File: config.mk
export PLATFORM = sky130hd
export DESIGN_NAME = mul_slice
export DESIGN_NICKNAME = d
export VERILOG_FILES = /design/src/rtl/mul_slice_pkg.sv /design/src/rtl/mul_slice_optreg.sv /design/src/rtl/mul_slice_bsel.sv /design/src/rtl/mul_slice_mult.sv /design/src/rtl/mul_slice.sv
export SDC_FILE = /design/constraint.sdc
export NUM_CORES = 1
export LEC_CHECK = 0
export ABC_AREA = 1
export ABC_CLOCK_PERIOD_IN_PS = 8200
export BUFFER_PORTS_ARGS = -buffer_cell sky130_fd_sc_hd__buf_2
export CAP_MARGIN = 10
export CORE_UTILIZATION = 58
export DETAILED_ROUTE_END_ITERATION = 16
export PLACE_DENSITY = 0.77
export SYNTH_ARGS = -nofsm -noshare
export SYNTH_HDL_FRONTEND = slang
export SYNTH_SLANG_ARGS = --single-unit
File: constraint.sdc
create_clock -name clk -period 8.2 [get_ports clk]
set_input_delay 1.64 -clock clk [delete_from_list [all_inputs] [get_ports clk]]
set_output_delay 1.64 -clock clk [all_outputs]
set_load 0.05 [all_outputs]
File: src/rtl/mul_slice_pkg.sv
package mul_slice_pkg;
  // Source of the second multiplier operand.
  typedef enum logic {
    SRC_DIRECT  = 1'b0,
    SRC_CASCADE = 1'b1
  } b_src_e;
endpackage

File: src/rtl/mul_slice_optreg.sv
// Optional pipeline stage: a register with load enable and synchronous
// clear when EN is set, a straight wire otherwise.
module mul_slice_optreg #(
  parameter int W  = 18,
  parameter bit EN = 1'b1
) (
  input  logic         clk,
  input  logic         rst_n,
  input  logic         ce,
  input  logic         clr,
  input  logic [W-1:0] d,
  output logic [W-1:0] q
);

  generate
    if (EN) begin : g_reg
      logic [W-1:0] q_r;
      logic [W-1:0] q_nxt;

      // clear outranks the load enable
      always_comb begin
        q_nxt = q_r;
        if (clr) begin
          q_nxt = '0;
        end else if (ce) begin
          q_nxt = d;
        end
      end

      always_ff @(posedge clk or negedge rst_n) begin
        if (!rst_n) begin
          q_r <= '0;
        end else begin
          q_r <= q_nxt;
        end
      end

      assign q = q_r;
    end else begin : g_wire
      logic unused_ctl;
      assign unused_ctl = ^{clk, rst_n, ce, clr};
      assign q = d;
    end
  endgenerate

endmodule

File: src/rtl/mul_slice_bsel.sv
// Compile-time choice of the second operand source.
module mul_slice_bsel
  import mul_slice_pkg::*;
#(
  parameter int     W   = 18,
  parameter b_src_e SRC = SRC_DIRECT
) (
  input  logic [W-1:0] b_in,
  input  logic [W-1:0] casc_in,
  output logic [W-1:0] b_sel
);

  generate
    if (SRC == SRC_CASCADE) begin : g_cascade
      logic unused_direct;
      assign unused_direct = ^b_in;
      assign b_sel = casc_in;
    end else begin : g_direct
      logic unused_cascade;
      assign unused_cascade = ^casc_in;
      assign b_sel = b_in;
    end
  endgenerate

endmodule

File: src/rtl/mul_slice_mult.sv
// Full-precision two's-complement multiplier.
module mul_slice_mult #(
  parameter int AW = 18,
  parameter int BW = 18
) (
  input  logic [AW-1:0]    a,
  input  logic [BW-1:0]    b,
  output logic [AW+BW-1:0] p
);

  localparam int PW = AW + BW;

  logic signed [PW-1:0] a_ext;
  logic signed [PW-1:0] b_ext;

  assign a_ext = PW'($signed(a));
  assign b_ext = PW'($signed(b));
  assign p     = a_ext * b_ext;

endmodule

File: src/rtl/mul_slice.sv
// Signed multiplier slice with optional A, B and product registers and a
// shareable second operand.
module mul_slice
  import mul_slice_pkg::*;
#(
  parameter int     A_W   = 18,
  parameter int     B_W   = 18,
  parameter bit     A_REG = 1'b1,
  parameter bit     B_REG = 1'b1,
  parameter bit     P_REG = 1'b1,
  parameter b_src_e B_SRC = SRC_DIRECT
) (
  input  logic               clk,
  input  logic               rst_n,
  input  logic [A_W-1:0]     a_in,
  input  logic [B_W-1:0]     b_in,
  input  logic [B_W-1:0]     casc_in,
  input  logic               ce_a,
  input  logic               clr_a,
  input  logic               ce_b,
  input  logic               clr_b,
  input  logic               ce_p,
  input  logic               clr_p,
  output logic [B_W-1:0]     casc_out,
  output logic [A_W+B_W-1:0] prod
);

  localparam int P_W = A_W + B_W;

  logic [B_W-1:0] b_sel;
  logic [A_W-1:0] a_op;
  logic [B_W-1:0] b_op;
  logic [P_W-1:0] p_raw;

  mul_slice_bsel #(.W(B_W), .SRC(B_SRC)) u_bsel (
    .b_in    (b_in),
    .casc_in (casc_in),
    .b_sel   (b_sel)
  );

  mul_slice_optreg #(.W(A_W), .EN(A_REG)) u_areg (
    .clk   (clk),
    .rst_n (rst_n),
    .ce    (ce_a),
    .clr   (clr_a),
    .d     (a_in),
    .q     (a_op)
  );

  mul_slice_optreg #(.W(B_W), .EN(B_REG)) u_breg (
    .clk   (clk),
    .rst_n (rst_n),
    .ce    (ce_b),
    .clr   (clr_b),
    .d     (b_sel),
    .q     (b_op)
  );

  mul_slice_mult #(.AW(A_W), .BW(B_W)) u_mult (
    .a (a_op),
    .b (b_op),
    .p (p_raw)
  );

  mul_slice_optreg #(.W(P_W), .EN(P_REG)) u_preg (
    .clk   (clk),
    .rst_n (rst_n),
    .ce    (ce_p),
    .clr   (clr_p),
    .d     (p_raw),
    .q     (prod)
  );

  // the operand really used, taken after the optional B stage
  assign casc_out = b_op;

endmodule

Yosys cells after proc, flatten, opt, wreduce, memory -nomap -nowiden
Index checks and enable logic that the tools add are counted.

operators by class
  multipliers = 1
  multiplexer cells = 6
  reduce and logical (&&, ||, !) cells = 3

operators by type and width
  cell               count
  $mux 18            4
  $mux 36            2
  $mul 18x18->36     1
  $reduce_bool 2->1  3

word-level totals
  word-level logic and storage cells = 13
  output and inout bits = 54
  input port bits = 62
  flip-flop bits (word level) = 72

Logic depth before layout (Yosys ltp)
  depth in word-level cells = 3
  gate-level depth with buffers = 30
  depth with buffers taken out = 28

Modules after synthesis
From an unflattened synthesis, not the netlist that was laid out.

second synthesis, totals
  cell total of the unflattened synthesis = 2120
  area total of the unflattened synthesis = 16388.2 µm²

modules (own cells, without submodules)
  module                         instances  cells each  sequential area each (µm²)  area each (µm²)
  mul_slice_mult                 1          1790        0.0                         13235.2
  mul_slice_optreg (u_preg)      1          156         900.9                       1526.5
  mul_slice_optreg (u_areg ...)  2          78          450.4                       745.7
  mul_slice_bsel                 1          18          0.0                         135.1

Worst setup path after synthesis
Ideal clock, no wire load.

  path type = register to register
  from = reg u_breg.g_reg.q_r[4] (netlist: u_breg.q[4])
  to = reg u_preg.g_reg.q_r[35] (netlist: u_preg.q[35])
  buffers on the path = 2
  setup time = 118 ps
  arrival time = 5950 ps
  required time = 8082 ps
  path slack = 2132 ps
  period minus slack after synthesis = 6068 ps
  stages on the path, launching flop included = 22
  cells stage by stage = dfrtp_1 -> clkbuf_1 -> buf_1 -> nand2_1 -> fa_1 -> inv_1 -> fa_1 -> fa_1 -> fa_1 -> inv_1 -> fa_1 -> fa_1 -> inv_1 -> ha_1 -> nand2_1 -> nor2_1 -> and2_1 -> and2_1 -> a21oi_1 -> nand2_1 -> nand3_1 -> nand2_1

between the ends
  longest elaborated chain between the ends = 3

RTL lines
  item                    line                    RTL
  start, declared         mul_slice_optreg.sv:17  logic [W-1:0] q_r;
  start signal, assigned  mul_slice_optreg.sv:34  q_r <= q_nxt;
  $mul 18x18->36          mul_slice_mult.sv:18    assign p = a_ext * b_ext;
  $mux 36                 mul_slice_optreg.sv:25  end else if (ce) begin
  $mux 36                 mul_slice_optreg.sv:23  if (clr) begin
  end signal, assigned    mul_slice_optreg.sv:34
  end, declared           mul_slice_optreg.sv:17

Every way passes these cells. The select of a mux whose other input is x is not followed.
A chain may end at the register's enable or synchronous reset.

Worst setup path after layout
  from = reg u_breg.g_reg.q_r[3] (netlist: u_breg.q[3])
  to = reg u_preg.g_reg.q_r[35] (netlist: u_preg.q[35])

The elaborated chain is that of the path after synthesis.

==> results_dict.tcl <==
set metrics [dict create \
    cts.sinks 72 \
    path_max_fanout 20 \
    cts_setup_buffers 0 \
    die_area_sq_um 28600 \
    rrSetupSlack_ns 1.68 \
    insertedDiodeCount 0 \
    antenna_left 0 \
    muxShareOfSynthArea_pct 0 \
    synth_warnings 0 \
    clock_path_buffers 2 \
    post_synth_fa_ha_maj_area_fraction_pct 47.9 \
    crit_family "adder cells" \
    syn_inst 2133 \
    firstDrtPassIters 5 \
    vias_per_cell 5.20 \
    period_needed_ns 6.52 \
    grt_pass1_wl_um 65800 \
    routabilityCongestion 0.931 \
    yosysTopAreaCell "fa_1" \
    grt_pass1_vias 14150 \
    final_cells 2536 \
    overflow 0 \
    fin_skew_ns 0.0117 \
    start_util_pct 59.5 \
    cts.repair.resized 0 \
    grt_start_max_net_pins 73 \
    synth_top_area_share_pct 40.7 \
    whs_path_depth 2 \
    endpoint_kind "flip-flop" \
    cp.depth 21 \
    drv_slew 0 \
    crit_buf_inv 4 \
    hold_viol_final 0 \
    gr-usage-met1_pct 34.7 \
    drt-total-wl_um 38800 \
    crit_chain "nand2_1, fa_1, inv_1, fa_1, fa_1, fa_1, fa_1, inv_1, fa_1, inv_1, ha_1, nand2_1, inv_2, nand2_1, nor3_2, and2_1, nand2_1, nand2_1, nand2_1, nand3_1, nand2_1" \
    synth-compound-area-share_pct 3.40 \
    hp-class "flip-flop to flip-flop" \
    busiest_layer "met2" \
    final_nets 2643 \
    via_count 13184 \
    drt-wirelength-per-cell_um 15.3 \
    slew_headroom_pct 34.1 \
    placed_cells_incl_taps 2520 \
    synth_area_leaders "fa_1, inv_1, nand2_1" \
    p_leak_uw 0.0108 \
    chipWidth_um 169 \
    cts_buffers 9 \
    yosys.area_share.simple_pct 20.0 \
    crit_path_frequent_cell "nand2_1" \
    hpwl_um 31100 \
    ff2ff_path_depth 21 \
    cts_root_buffer "clkbuf_16" \
    synth_cell_types 32 \
    portBuffers 97 \
    maxCapViolations 0 \
    synth_seq_area_share_pct 11.1 \
    io_pins 116 \
    required_ns 8.44 \
    tightest_slew_ns 0.989 \
    antenna_found_initial 0 \
    grt.met2_usage_pct 53.5 \
    postCtsHoldBufs 0 \
    slowest_stage "dfrtp_1" \
    fin_setup_tns_ns 0 \
    outcome "finished clean" \
    power_uw 2000 \
    global_route.usage.total_pct 29.6 \
    syn_nets 2617 \
    synth_xor_area_share_pct 0.217 \
    area_delta_synth_final_pct 6.01 \
    die_h_um 169 \
    core_area_sq_um 27200 \
    ir_drop_v 0.0000953 \
    crit_type "flip-flop to flip-flop" \
    drc 0 \
    cpPeakStageDelay_ns 0.91 \
    drt_iter0_markers 956 \
    cts_tree "built" \
    htree_levels 3 \
    gr-usage-met3_pct 3.27 \
    ys_ff_latch 72 \
    clkTransAtPathRegs_ns 0.06 \
    fin_crit_sh_pct 79.5 \
    drive_gt1_share_pct 7.16 \
    fill_cells 2420 \
    cp-start-kind "flip-flop" \
    arrival_ns 6.76 \
    post_synth.cell_area_avg_sq_um 7.58 \
    rows 60 \
    powerDensity_nw_per_um2 116 \
    syn_area_sq_um 16200 \
    synth_top_family_by_area "adder cells" \
    clock.fmax_mhz 153 \
    whs_ns 0.473 \
    rsz0062_at_grt "no" \
    clk_latency_ns 0.35 \
    setup_viol_count_final 0 \
]
-- cell usage in the layout, fill, tap and decap left out, types with 2 or more instances in the layout --
| master | netlist | routed |
|---|---|---|
| clkinv_1 | 2 | 2 |
| inv_2 | 8 | 8 |
| nand4_1 | 8 | 8 |
| o21ai_1 | 25 | 25 |
| inv_1 | 649 | 649 |
| o21ai_0 | 33 | 33 |
| o21bai_1 | 3 | 3 |
| nand2_1 | 593 | 593 |
| nor2_1 | 59 | 58 |
| nand3_2 | 4 | 4 |
| and2_1 | 4 | 4 |
| nand3_1 | 85 | 85 |
| nor2_2 | 7 | 8 |
| a21o_1 | 3 | 3 |
| or2_2 | 2 | 2 |
| buf_4 | 0 | 6 |
| xnor2_1 | 3 | 3 |
| bufinv_16 | 0 | 2 |
| nor3_2 | 4 | 4 |
| nand3b_1 | 6 | 6 |
| nor3_1 | 4 | 4 |
| a21oi_1 | 29 | 29 |
| fa_1 | 329 | 329 |
| clkbuf_16 | 0 | 9 |
| ha_1 | 93 | 93 |
| a22o_1 | 6 | 6 |
| buf_2 | 6 | 96 |
| dfrtp_1 | 72 | 72 |
| clkinv_2 | 0 | 3 |
| nand2_2 | 11 | 11 |
-- worst reg2reg max path, delay by kind of cell (launching register included) --
family | cells | cell delay, ns
buf+inv | 4 | 0.31
fa+ha+maj | 7 | 3.92
flops | 1 | 0.91
simple gates | 10 | 1.28
-- routing by layer --
metal,up-vias,routed length (um)
li1,6060,-
met1,6466,14400
met2,508,20000
met3,150,2430
met4,0,1960
met5,-,0
-- power by group --
| group | switching (uW) | total (uW) | internal (uW) |
|---|---|---|---|
| sequential | 88.2 | 483 | 395 |
| combinational | 721 | 1080 | 358 |
| clock | 168 | 434 | 266 |
-- path summary, 6_finish.rpt --
kind,from,endpoint
min,u_preg.q[11],u_preg.q[11]
min reg2reg,u_preg.q[11],u_preg.q[11]
max reg2reg,u_breg.q[3],u_preg.q[35]
max in group asynchronous,rst_n,u_areg.q[3]
min in group asynchronous,rst_n,u_preg.q[9]
max,u_breg.q[3],u_preg.q[35]
-- Yosys cell counts --
cell type and number:
dfrtp_1 72, clkinv_1 2, inv_1 649, a32o_1 1, o21ai_0 33, nor3_2 4, or2_2 2, nand3b_1 6
ha_1 93, a21oi_1 29, and2_1 4, nand3_2 4, xor2_1 1, nor2_4 1, nor2_1 59, nor3_1 4
xnor2_1 3, buf_1 19, a22o_1 6, nor2_2 7, clkbuf_1 62, o21ai_1 25, nand4_1 8, o21bai_1 3
nand2_1 593, o21a_1 1, inv_2 8, nand3_1 85, nand2_2 11, a21o_1 3, fa_1 329, buf_2 6
-- state kept, by name, indices dropped and copies added (netlist names) --
| signal | flops |
|---|---|
| u_breg.q | 18 |
| u_preg.q | 36 |
| u_areg.q | 18 |
-- per-stage QoR --
| stage | cell area, sq um | setup WS [ns] | util (%) |
|---|---|---|---|
| floorplan | 16200 | 2.13 | - |
| global placement | 16800 | 1.79 | 61.9 |
| detailed placement | 16800 | 1.74 | 61.9 |
| CTS | 17100 | 1.72 | 63.1 |
| global route | 17100 | 1.38 | 63.1 |
| finish | 17100 | 1.68 | 63.1 |
-- cells by family (layout without fill, tap and decap cells) --
group           Yosys count  in the layout
simple gates            788            788
fa+ha+maj               422            422
buf+inv                 746            777
compound gates          101            101
xor+xnor                  4              4
flops                    72             72
-- layout make-up --
cell class / count / area (sq um) / area share [%]
Clock buffer: 10 / 229 / 1.34
Clock inverter: 6 / 83.8 / 0.489
Inverter: 659 / 2470 / 14.4
Multi-Input combinational cell: 1315 / 11600 / 67.5
Sequential cell: 72 / 1800 / 10.5
Tap cell: 372 / 465 / 2.71
Timing Repair Buffer: 102 / 526 / 3.06
Power figures use the tool's default switching activity.
